`src/rtl/pidd_pkg.sv`:
```
package pidd_pkg;

  typedef enum logic [1:0] {
    OVR_NONE = 2'd0,
    OVR_LOW  = 2'd1,
    OVR_HIGH = 2'd2
  } ovr_e;

  // forcing off takes priority over forcing on
  function automatic ovr_e pick_override(input logic lo, input logic hi);
    if (lo)      return OVR_LOW;
    else if (hi) return OVR_HIGH;
    else         return OVR_NONE;
  endfunction

endpackage

```
`src/rtl/pidd_state.sv`:
```
module pidd_state #(
  parameter int DUTY_W = 10,
  parameter int ERR_W  = 6
) (
  input  logic                     clk,
  input  logic                     rst_n,
  input  logic                     tick,
  input  logic                     hold,
  input  logic signed [ERR_W-1:0]  err,
  output logic [DUTY_W-1:0]        integ_q,
  output logic signed [ERR_W-1:0]  err_prev_q
);
  localparam int X_W = DUTY_W + 2;

  function automatic logic [DUTY_W-1:0] accumulate(
    input logic [DUTY_W-1:0] cur, input logic signed [ERR_W-1:0] e);
    logic signed [X_W-1:0] acc;
    logic signed [X_W-1:0] top;
    acc = $signed({2'b00, cur}) + $signed({{(X_W-ERR_W){e[ERR_W-1]}}, e});
    top = $signed({2'b00, {DUTY_W{1'b1}}});
    if (acc[X_W-1])     return '0;
    else if (acc > top) return '1;
    else                return acc[DUTY_W-1:0];
  endfunction

  logic [DUTY_W-1:0] integ_next;
  assign integ_next = accumulate(integ_q, err);

  always_ff @(posedge clk or negedge rst_n) begin
    if (!rst_n) begin
      integ_q    <= '0;
      err_prev_q <= '0;
    end else if (tick) begin
      err_prev_q <= err;
      if (!hold) integ_q <= integ_next;
    end
  end
endmodule

```
`src/rtl/pidd_terms.sv`:
```
module pidd_terms #(
  parameter int DUTY_W  = 10,
  parameter int ERR_W   = 6,
  parameter int GAIN_W  = 6,
  parameter int I_SHIFT = 4,
  parameter int SUM_W   = DUTY_W + GAIN_W + ERR_W + 2
) (
  input  logic signed [ERR_W-1:0] err,
  input  logic signed [ERR_W-1:0] err_prev,
  input  logic [DUTY_W-1:0]       integ,
  input  logic [DUTY_W-1:0]       ref_w,
  input  logic [GAIN_W-1:0]       kp,
  input  logic [GAIN_W-1:0]       ki,
  input  logic [GAIN_W-1:0]       kd,
  output logic [DUTY_W-1:0]       fine,
  output logic                    out_of_range
);
  function automatic logic signed [SUM_W-1:0] sx(input logic signed [ERR_W-1:0] v);
    return $signed({{(SUM_W-ERR_W){v[ERR_W-1]}}, v});
  endfunction

  function automatic logic signed [SUM_W-1:0] zg(input logic [GAIN_W-1:0] v);
    return $signed({{(SUM_W-GAIN_W){1'b0}}, v});
  endfunction

  function automatic logic signed [SUM_W-1:0] zd(input logic [DUTY_W-1:0] v);
    return $signed({{(SUM_W-DUTY_W){1'b0}}, v});
  endfunction

  logic signed [SUM_W-1:0] p_term, d_term, i_term, raw;
  logic signed [SUM_W-1:0] full_s;

  assign full_s = zd({DUTY_W{1'b1}});
  assign p_term = zg(kp) * sx(err);
  assign d_term = zg(kd) * (sx(err) - sx(err_prev));
  assign i_term = (zg(ki) * zd(integ)) >>> I_SHIFT;
  assign raw    = zd(ref_w) + p_term + d_term + i_term;

  always_comb begin
    out_of_range = 1'b0;
    fine         = raw[DUTY_W-1:0];
    if (raw[SUM_W-1]) begin
      out_of_range = 1'b1;
      fine         = '0;
    end else if (raw > full_s) begin
      out_of_range = 1'b1;
      fine         = '1;
    end
  end
endmodule

```
`src/rtl/pidd_dither.sv`:
```
module pidd_dither
  import pidd_pkg::*;
#(
  parameter int DUTY_W = 10,
  parameter int DITH_W = 3,
  parameter int HW_W   = DUTY_W - DITH_W
) (
  input  logic              clk,
  input  logic              rst_n,
  input  logic              tick,
  input  logic [DUTY_W-1:0] fine,
  input  ovr_e              ovr,
  output logic [HW_W-1:0]   duty_q,
  output logic              valid_q,
  output logic [DITH_W-1:0] cnt_q
);
  function automatic logic [HW_W-1:0] round_share(
    input logic [DUTY_W-1:0] f, input logic [DITH_W-1:0] c);
    logic [HW_W-1:0] coarse;
    coarse = f[DUTY_W-1:DITH_W];
    if ((f[DITH_W-1:0] > c) && (coarse != {HW_W{1'b1}}))
      return coarse + 1'b1;
    else
      return coarse;
  endfunction

  logic [HW_W-1:0] next_duty;

  always_comb begin
    case (ovr)
      OVR_LOW:  next_duty = '0;
      OVR_HIGH: next_duty = '1;
      default:  next_duty = round_share(fine, cnt_q);
    endcase
  end

  always_ff @(posedge clk or negedge rst_n) begin
    if (!rst_n) begin
      duty_q  <= '0;
      valid_q <= 1'b0;
      cnt_q   <= '0;
    end else begin
      valid_q <= tick;
      if (tick) begin
        duty_q <= next_duty;
        cnt_q  <= cnt_q + 1'b1;
      end
    end
  end
endmodule

```
`src/rtl/duty_pid_dither.sv`:
```
module duty_pid_dither
  import pidd_pkg::*;
#(
  parameter int DUTY_W  = 10,
  parameter int DITH_W  = 3,
  parameter int ERR_W   = 6,
  parameter int GAIN_W  = 6,
  parameter int I_SHIFT = 4,
  localparam int HW_W   = DUTY_W - DITH_W
) (
  input  logic                    clk,
  input  logic                    rst_n,
  input  logic                    tick_i,
  input  logic signed [ERR_W-1:0] err_i,
  input  logic [DUTY_W-1:0]       ref_i,
  input  logic [GAIN_W-1:0]       kp_i,
  input  logic [GAIN_W-1:0]       ki_i,
  input  logic [GAIN_W-1:0]       kd_i,
  input  logic                    sat_lo_i,
  input  logic                    sat_hi_i,
  output logic [HW_W-1:0]         duty_o,
  output logic                    valid_o
);
  logic [DUTY_W-1:0]       integ_q;
  logic signed [ERR_W-1:0] err_prev_q;
  logic [DUTY_W-1:0]       fine;
  logic                    out_of_range;
  logic                    integ_hold;
  logic [DITH_W-1:0]       dith_cnt;
  ovr_e                    ovr;

  assign ovr        = pick_override(sat_lo_i, sat_hi_i);
  assign integ_hold = out_of_range || (ovr != OVR_NONE);

  pidd_state #(.DUTY_W(DUTY_W), .ERR_W(ERR_W)) state_i (
    .clk(clk), .rst_n(rst_n), .tick(tick_i), .hold(integ_hold),
    .err(err_i), .integ_q(integ_q), .err_prev_q(err_prev_q)
  );

  pidd_terms #(.DUTY_W(DUTY_W), .ERR_W(ERR_W), .GAIN_W(GAIN_W),
               .I_SHIFT(I_SHIFT)) terms_i (
    .err(err_i), .err_prev(err_prev_q), .integ(integ_q), .ref_w(ref_i),
    .kp(kp_i), .ki(ki_i), .kd(kd_i), .fine(fine), .out_of_range(out_of_range)
  );

  pidd_dither #(.DUTY_W(DUTY_W), .DITH_W(DITH_W)) dither_i (
    .clk(clk), .rst_n(rst_n), .tick(tick_i), .fine(fine), .ovr(ovr),
    .duty_q(duty_o), .valid_q(valid_o), .cnt_q(dith_cnt)
  );
endmodule

```
`config.mk`:
```
export PLATFORM = sky130hd
export DESIGN_NAME = duty_pid_dither
export DESIGN_NICKNAME = d
export VERILOG_FILES = /design/src/rtl/pidd_pkg.sv /design/src/rtl/pidd_state.sv /design/src/rtl/pidd_terms.sv /design/src/rtl/pidd_dither.sv /design/src/rtl/duty_pid_dither.sv
export SDC_FILE = /design/constraint.sdc
export NUM_CORES = 1
export LEC_CHECK = 0
export ABC_AREA = 1
export CORE_MARGIN = 5
export CORE_UTILIZATION = 49
export CTS_BUF_LIST = sky130_fd_sc_hd__clkbuf_4 sky130_fd_sc_hd__clkbuf_8
export DETAILED_ROUTE_END_ITERATION = 6
export HOLD_SLACK_MARGIN = 0.08
export PLACE_DENSITY = 0.71
export SLEW_MARGIN = 20
export SYNTH_ARGS = -nofsm -noshare
export SYNTH_HDL_FRONTEND = slang
export SYNTH_SLANG_ARGS = --single-unit
export TNS_END_PERCENT = 5
```
`constraint.sdc`:
```
create_clock -name clk -period 24.5 [get_ports clk]
set_input_delay 3.675 -clock clk [delete_from_list [all_inputs] [get_ports clk]]
set_output_delay 3.675 -clock clk [all_outputs]
set_load 0.01 [all_outputs]
```
## After elaboration in Yosys (flattened, before gate mapping)

Index checks and enable logic that the tools add are counted.

- RAM bits: 0
- ROM bits: 0
- Memories: 0
- Latch bits: 0
- Output and inout bits: 8
- Bits in registers: 27

- Reductions and logical operators: 4
- Shift operators: 0
- Multipliers: 3
- Bitwise operators: 1
- Divide/modulo/power cells: 0
- Add/sub/neg operators: 7
- Order comparisons: 3
- Mux-type cells: 10
- Eq/ne operators: 3

Operator list:

| operator | count |
|---|---|
| two-way mux 10 bit | 4 |
| adder 11 x 24 -> 24 bit | 1 |
| adder 24 x 20 -> 24 bit | 1 |
| adder 24 bit | 1 |
| > comparator 24 x 11 -> 1 bit, second input constant | 1 |
| multiplier 7 x 24 -> 24 bit | 1 |
| multiplier 6 x 10 -> 16 bit | 1 |
| one-hot mux 7 bit (2 select lines) | 1 |
| multiplier 7 x 6 -> 13 bit | 1 |
| adder 11 x 6 -> 12 bit | 1 |
| > comparator 12 x 11 -> 1 bit, second input constant | 1 |
| adder 7 x 1 -> 7 bit, second input constant | 1 |
| two-way mux 7 bit | 1 |
| != test 7 bit, second input constant | 1 |
| subtractor 6 x 6 -> 7 bit | 1 |
| two-way mux 2 bit | 2 |
| adder 3 x 1 -> 3 bit, second input constant | 1 |
| > comparator 3 bit | 1 |
| == test 2 x 1 -> 1 bit, second input constant | 1 |
| == test 2 bit, second input constant | 1 |
| two-way mux 1 bit | 2 |
| AND reduction 2 bit | 1 |
| nonzero test 2 bit | 1 |
| logical AND 1 bit | 1 |
| other kinds (2) | 2 |

## Depth between registers and ports, before layout

Gate-level depths: netlist of run 1.

- Depth after elaboration: 11
- Depth in mapped cells: 56

## Modules after synthesis

From an unflattened synthesis of run 1, not the netlist that was laid out.

- Cell total of the unflattened synthesis: 1134
- Area total of the unflattened synthesis: 8150.3 µm²

Modules (own cells, without submodules):

| module | sequential area each (µm²) | times used | cells each | area each (µm²) |
|---|---|---|---|---|
| pidd_terms | 0.0 | 1 | 851 | 6072.1 |
| pidd_state | 400.4 | 1 | 172 | 1257.5 |
| pidd_dither | 275.3 | 1 | 106 | 799.5 |
| duty_pid_dither | 0.0 | 1 | 5 | 21.3 |

## Worst setup path after synthesis of run 1

Ideal clock, no wire load.

- Path type: input to register
- Start: input port err_i[5]
- End: register dither_i.duty_q[3]
- Library setup time: 0.117 ns
- Setup slack: 11.991 ns
- Data arrival time: 12.392 ns
- Stages: 48
- Cell sequence: clkinv_1 -> or2_2 -> fa_1 -> fa_1 -> inv_1 -> fa_1 -> fa_1 -> fa_1 -> nand3_1 -> nand2_1 -> a21oi_1 -> o21ai_0 -> a21oi_1 -> nor2_1 -> nor2_1 -> xor2_1 -> ha_1 -> fa_1 -> (+12 left out) -> nand2_1 -> nand2_2 -> nor2_8 -> nand3_4 -> o21ai_0 -> inv_1 -> ha_1 -> nand2_1 -> nor2_1 -> a211oi_1 -> a31oi_1 -> inv_1 -> nor2_2 -> nand2_1 -> nand2_1 -> nand3_1 -> nand2_1 -> nand2_1

- Longest elaborated chain between the ends: 11
- Elaborated cells between the ends (all ways): 15
- Those cells by class: 5 x add/sub; 2 x mul; 2 x order compare; 1 x eq/ne; 4 x mux; 1 x reduce/logical

Ends and longest elaborated chain:

| item | line | source |
|---|---|---|
| start: declaration | duty_pid_dither.sv:14 | `input logic signed [ERR_W-1:0] err_i,` |
| subtractor 6 x 6 -> 7 bit or multiplier 7 x 6 -> 13 bit (tied branches) | pidd_terms.sv:35, pidd_terms.sv:34 |  |
| multiplier 7 x 24 -> 24 bit or adder 11 x 24 -> 24 bit (tied branches) | pidd_terms.sv:35, pidd_terms.sv:37 |  |
| adder 24 bit (*) | pidd_terms.sv:37 | `assign raw = zd(ref_w) + p_term + d_term + i_term;` |
| adder 24 x 20 -> 24 bit (*) | pidd_terms.sv:37 |  |
| > comparator 24 x 11 -> 1 bit | pidd_terms.sv:45 | `end else if (raw > full_s) begin` |
| two-way mux 10 bit | pidd_terms.sv:45 |  |
| two-way mux 10 bit (*) | pidd_terms.sv:42 | `if (raw[SUM_W-1]) begin` |
| parallel branches: the longest is 2 deep, another holds adder 7 x 1 -> 7 bit | - |  |
| two-way mux 7 bit (*) | pidd_dither.sv:21 | `if ((f[DITH_W-1:0] > c) && (coarse != {HW_W{1'b1}}))` |
| one-hot mux 7 bit (2 select lines) (*) | pidd_dither.sv:30 | `case (ovr)` |
| end signal: assignment | pidd_dither.sv:45 | `duty_q <= next_duty;` |
| end: declaration | pidd_dither.sv:13 | `output logic [HW_W-1:0] duty_q,` |

Every way passes the cells marked *.
A chain may end at the register's enable or synchronous reset.

## Worst setup path after layout of run 1

Ends and elaborated chain as after synthesis.

==> impl_metrics.env, run 1 <==
export IMPL_status="finished clean"
export IMPL_filler_cell_count=1649
export IMPL_endpoint_kind="register"
export IMPL_grt_pass1_wl_mm=32.6
export IMPL_clockRootBuffer="clkbuf_8"
export IMPL_die_y_um=141
export IMPL_yosysTopAreaCellShare=0.282
export IMPL_drc=0
export IMPL_synth_area_per_cell_um2=7.41
export IMPL_placedInstanceArea_mm2=0.00909
export IMPL_ff2ff_path_depth=50
export IMPL_fin_skew_ps=3.25
export IMPL_cts_setup_buffers=0
export IMPL_synth_edff_count=0
export IMPL_dieWidth_um=141
export IMPL_finalInstanceArea_mm2=0.00913
export IMPL_htreeDepth=1
export IMPL_clk_path_buf_depth=2
export IMPL_grt_usage=0.198
export IMPL_dp_hpwl_mm=16.4
export IMPL_dp_cells=1389
export IMPL_gp_congestion=0.916
export IMPL_ant_nets=0
export IMPL_grt_start_max_net_pins=28
export IMPL_die_area_mm2=0.0198
export IMPL_rsz0062_at_grt="false"
export IMPL_io_pins=47
export IMPL_grt_overflow=0
export IMPL_crit_top_cell="nand2_1"
export IMPL_crit_required_ps=24670
export IMPL_min_delay_start="dither_i.duty_q[0]"
export IMPL_numCtsBuffers=3
export IMPL_first_iter_violations=329
export IMPL_syn_inst=1132
export IMPL_n_antenna_cell=0
export IMPL_worst_pin_slew_ps=773
export IMPL_fin_nets=1449
export IMPL_ys_warnings_count=0
export IMPL_fin_crit_sh=0.569
export IMPL_grt_antenna_before_repair=0
export IMPL_hold_viol_final=0
export IMPL_post_synth_num_cell_types=40
export IMPL_synthTopCellsByArea="fa_1 (28%), ha_1 (18%), inv_1 (14%)"
export IMPL_first_global_vias=6935
export IMPL_slew_headroom=0.483
export IMPL_cts_tree="yes"
export IMPL_min_period_ps=13940
export IMPL_r2r_end="dither_i.duty_q[3]"
export IMPL_port_buffers=46
export IMPL_routed_via_density=4.91
export IMPL_timing_final_max_slew_violations=0
export IMPL_min_path_cells=2
export IMPL_clkTransAtPathRegs_ps=90
export IMPL_fmax_mhz=71.8
export IMPL_post_cts_resized=0
export IMPL_seq_area_frac_synth=0.0806
export IMPL_totalWireLength_mm=18.8
export IMPL_ys_ff_latch=27
export IMPL_cp_startpoint="err_i[5]"
export IMPL_tns_ps=0
export IMPL_cp_arrival_ps=14110
export IMPL_drt_pass1_iter_count=5
export IMPL_initial_utilization=0.502
export IMPL_synth_main_ff_cell="dfrtp_1"
export IMPL_core_area_mm2=0.0167
export IMPL_syn_nets=1407
export IMPL_vias=6838
export IMPL_yosys_area_top_type="fa_1"
export IMPL_drive_gt1_frac=0.0435
export IMPL_critPathLaunchType="input pin"
export IMPL_area_growth_pct=8.91
export IMPL_wl_per_cell_um=13.5
export IMPL_r2r_start="state_i.integ_q[3]"
export IMPL_num_rows=47
export IMPL_synth_area_mm2=0.00839
export IMPL_worstSetupPathType="input pin to register"
export IMPL_clock_sinks=27
export IMPL_r2r_setup_slack_ps=14600
export IMPL_min_to="dither_i.duty_q[0]"
export IMPL_final_cells=1393
export IMPL_cp_max_fo=12
export IMPL_hold_buffers=0
export IMPL_hold_path_class="register to register"
export IMPL_insertion_delay_ps=270
export IMPL_maxCapViolCount=0
export IMPL_whs_ps=495
export IMPL_final_setup_viol_count=0
export IMPL_critPathSlowestCell="clkdlybuf4s50_1"
export IMPL_slowest_delay_ps=820
export IMPL_async_flop_share=1.00
-- metrics by stage --
| step | setup slack, ps | utilization |
|---|---|---|
| 2_1_floorplan | 11990 | - |
| 3_3_place_gp | 10500 | 0.544 |
| 3_5_place_dp | 10260 | 0.544 |
| 4_1_cts | 10530 | 0.547 |
| 5_1_grt | 9580 | 0.547 |
| 6_report | 10560 | 0.547 |
-- sequential cells by signal, indices dropped and copies added (netlist names) --
register	flops
state_i.integ_q	10
dither_i.duty_q	7
state_i.err_prev_q	6
dither_i.cnt_q	3
dither_i.valid_q	1
-- Yosys cell counts (2+ instances only) --
cell type and count:
nand3b_1 3, nor3_2 4, xor2_1 21, or2_2 5, nand2_2 5, nor2_2 4
ha_1 118, clkinv_1 3, nor2_1 71, a21oi_1 43, o21ai_2 2, nand3_2 2
xnor2_1 20, nand4_1 11, o21ai_1 10, nand4_2 3, inv_1 317, fa_1 118
nand2_1 240, clkbuf_1 6, dfrtp_1 27, a31oi_1 2, nand2_4 2, buf_2 4
a21o_1 2, o21ai_0 20, nand3_1 39, inv_2 15, o21bai_1 4
-- layer usage --
metal	share of wire	vias to the layer above	wire length, um	track usage
met5	0	-	0	0
met4	0.0076	0	142	0.0189
met3	0.043	13	806	0.0196
met2	0.48	161	8990	0.338
met1	0.47	3225	8840	0.283
li1	-	3439	-	-
-- layout make-up --
| class | count | area, um^2 | area share |
|---|---|---|---|
| multi-input combinational | 760 | 6410 | 0.702 |
| inverter | 335 | 1260 | 0.138 |
| sequential | 27 | 676 | 0.0740 |
| timing repair buffer | 47 | 468 | 0.0512 |
| tap | 220 | 275 | 0.0301 |
| clock buffer | 3 | 41.3 | 0.00452 |
| clock inverter | 1 | 5.00 | 0.000548 |
-- cells in the final DEF (no fill, tap or decap), drive strengths merged, types with 5 or more instances in the layout --
cell type	count
a21oi	44
nand3	42
clkdlybuf4s50	46
nand2	247
o21ai	32
fa	118
ha	118
inv	332
xor2	21
nor2	77
or2	5
xnor2	20
nand4	14
dfrtp	27
-- kinds of logic (layout without fill, tap and decap cells) --
family,Yosys count,count (layout),share of synthesized area
flops,27,27,0.0806
buf+inv,345,386,0.155
simple gates,394,394,0.205
fa+ha+maj,236,236,0.458
xor+xnor,41,41,0.0428
compound gates,89,89,0.0583
-- worst max-delay path by stage --
stage                         end  slack [ps]  depth (start not counted)
2_1_floorplan  dither_i.duty_q[3]       11990                         48
3_3_place_gp   dither_i.duty_q[4]       10500                         50
3_5_place_dp   dither_i.duty_q[4]       10260                         50
4_1_cts        dither_i.duty_q[4]       10530                         50
5_1_grt        dither_i.duty_q[4]        9580                         50
6_report       dither_i.duty_q[3]       10560                         49
-- worst max-delay path: cells and delay by family --
family,cells,cell delay [ps]
compound gates,7,1070
xor+xnor,1,200
fa+ha+maj,12,5400
buf+inv,9,1610
simple gates,20,2130
Power of run 1 is left out: the tool's default activity adds up to more than one toggle a clock period on the data nets, which glitch-free logic cannot reach.
==> run 2, diff against run 1 <==
PLACE_DENSITY = 0.74   (was 0.71)
clock period = 12.7 ns   (was 24.5 ns; I/O delays follow)
==> run 2 against run 1 <==
  * Cell area increased by 0.33%
  * Sequential share of layout area about the same
  * Worst hold slack improved by 7.5 ps
  * First-iteration DRC count increased by 7.6%
  * Global-route usage decreased by 0.77 points
  * Register-to-register slack got worse by 12000 ps
  * Core utilization increased by 0.18 points
  * Non-clock buffer count increased by 4
  * Flip-flop and latch count unchanged
  * Final cell count increased by 0.29%
  * Critical endpoint is now dither_i.duty_q[4]
  * Die area unchanged
==> impl_metrics.env, run 2 (synthesis results as in run 1) <==
export IMPL_tns_ps=0
export IMPL_setup_ws_ps=879
export IMPL_gp_congestion=0.880
export IMPL_n_antenna_cell=0
export IMPL_critPathSlowestCell="clkdlybuf4s50_1"
export IMPL_largest_reg_flops=10
export IMPL_crit_required_ps=12930
export IMPL_first_iter_violations=354
export IMPL_final_common_cell="inv_1"
export IMPL_fin_nets=1453
export IMPL_dieWidth_um=141
export IMPL_r2r_setup_slack_ps=2700
export IMPL_hold_path_class="register to register"
export IMPL_port_buffers=46
export IMPL_worstSetupPathType="input pin to register"
export IMPL_rsz0062_at_grt="false"
export IMPL_first_global_vias=6791
export IMPL_clockRootBuffer="clkbuf_8"
export IMPL_die_y_um=141
export IMPL_worst_pin_slew_ps=794
export IMPL_grt_start_max_net_pins=28
export IMPL_filler_cell_count=1630
export IMPL_grt_usage=0.190
export IMPL_timing_final_max_slew_violations=0
export IMPL_maxCapViolCount=0
export IMPL_io_pins=47
export IMPL_hold_viol_final=0
export IMPL_drt_pass1_iter_count=6
export IMPL_crit_top_cell="nand2_1"
export IMPL_final_cell_mix="inv_1 (317), nand2_1 (240), fa_1 (118), ha_1 (118), nor2_1 (71)"
export IMPL_seqCellArea_um2=676
export IMPL_drive_gt1_frac=0.0467
export IMPL_fin_skew_ps=2.06
export IMPL_cp_max_fo=10
export IMPL_multi_input_area_mm2=0.00641
export IMPL_clock_sinks=27
export IMPL_pre_cts_ws_ps=613
export IMPL_cts_setup_buffers=0
export IMPL_area_growth_pct=9.27
export IMPL_routed_via_density=4.89
export IMPL_cp_startpoint="ki_i[5]"
export IMPL_num_rows=47
export IMPL_endpoint_kind="register"
export IMPL_fin_crit_sh=0.931
export IMPL_final_setup_viol_count=0
export IMPL_dp_hpwl_mm=16.0
export IMPL_status="finished clean"
export IMPL_r2r_end="dither_i.duty_q[4]"
export IMPL_numCtsBuffers=3
export IMPL_critPathLaunchType="input pin"
export IMPL_ff2ff_path_depth=51
export IMPL_slowest_delay_ps=740
export IMPL_min_period_ps=11820
export IMPL_grt_antenna_before_repair=0
export IMPL_cp_arrival_ps=12050
export IMPL_initial_utilization=0.502
export IMPL_ant_nets=0
export IMPL_core_area_mm2=0.0167
export IMPL_grt_overflow=0
export IMPL_wl_per_cell_um=13.1
export IMPL_largest_register="state_i.integ_q"
export IMPL_crit_path_end="dither_i.duty_q[4]"
export IMPL_dp_cells=1393
export IMPL_vias=6836
export IMPL_placedInstanceArea_mm2=0.00912
export IMPL_post_cts_resized=0
export IMPL_final_cells=1397
export IMPL_grt_pass1_wl_mm=31.6
export IMPL_cts_tree="yes"
export IMPL_htreeDepth=1
export IMPL_hold_buffers=0
export IMPL_r2r_start="state_i.integ_q[3]"
export IMPL_die_area_mm2=0.0198
export IMPL_drc=0
export IMPL_clkTransAtPathRegs_ps=100
export IMPL_totalWireLength_mm=18.3
export IMPL_clk_path_buf_depth=2
export IMPL_finalInstanceArea_mm2=0.00916
export IMPL_slew_headroom=0.469
export IMPL_reg_top3="state_i.integ_q x10, dither_i.duty_q x7, state_i.err_prev_q x6"
export IMPL_insertion_delay_ps=280
export IMPL_fmax_mhz=84.6
run 2: cell types whose count changed in the layout (fill, tap and decap cells not counted), sizes merged:
cell / change
buf: +4
run 2: critical path: cells and delay by family:
kind	cells	cell delay, ps
adders and majority gates	11	5100
AOI/OAI and AO/OA	10	1680
and+or+nand+nor	19	1890
buffers and inverters	9	1250
xor gates and xnor gates	1	230
run 2: cell type report:
class | count | share of cell area
clock buffers | 3 | 0.00451
clock inverters | 1 | 0.000546
inverters | 335 | 0.137
multi-input cells | 760 | 0.700
flip-flops and latches | 27 | 0.0737
well taps | 220 | 0.0300
repair buffers | 51 | 0.0543
run 2: per-layer routing:
metal / vias up / global-route usage / share of wire
li1: 3459 / - / -
met1: 3245 / 0.271 / 0.46
met2: 124 / 0.324 / 0.48
met3: 8 / 0.0234 / 0.048
met4: 0 / 0.0163 / 0.0054
met5: - / 0 / 0
run 2: how the worst min path moves through the flow:
stage | startpoint | to | cells after the start
final | state_i.err_prev_q[0] | state_i.err_prev_q[0] | 2
after global routing | dither_i.duty_q[0] | dither_i.duty_q[0] | 2
after floorplan | state_i.err_prev_q[0] | state_i.err_prev_q[0] | 2
after detailed placement | dither_i.duty_q[0] | dither_i.duty_q[0] | 2
after global placement | state_i.err_prev_q[0] | state_i.err_prev_q[0] | 2
after CTS | dither_i.duty_q[0] | dither_i.duty_q[0] | 2
run 2: per-stage QoR:
step,utilization,hold slack [ps]
6_report,0.549,503
5_1_grt,0.549,539
4_1_cts,0.549,499
3_3_place_gp,0.546,471
2_1_floorplan,-,457
3_5_place_dp,0.546,465
Power of run 2 is left out for the same reason.
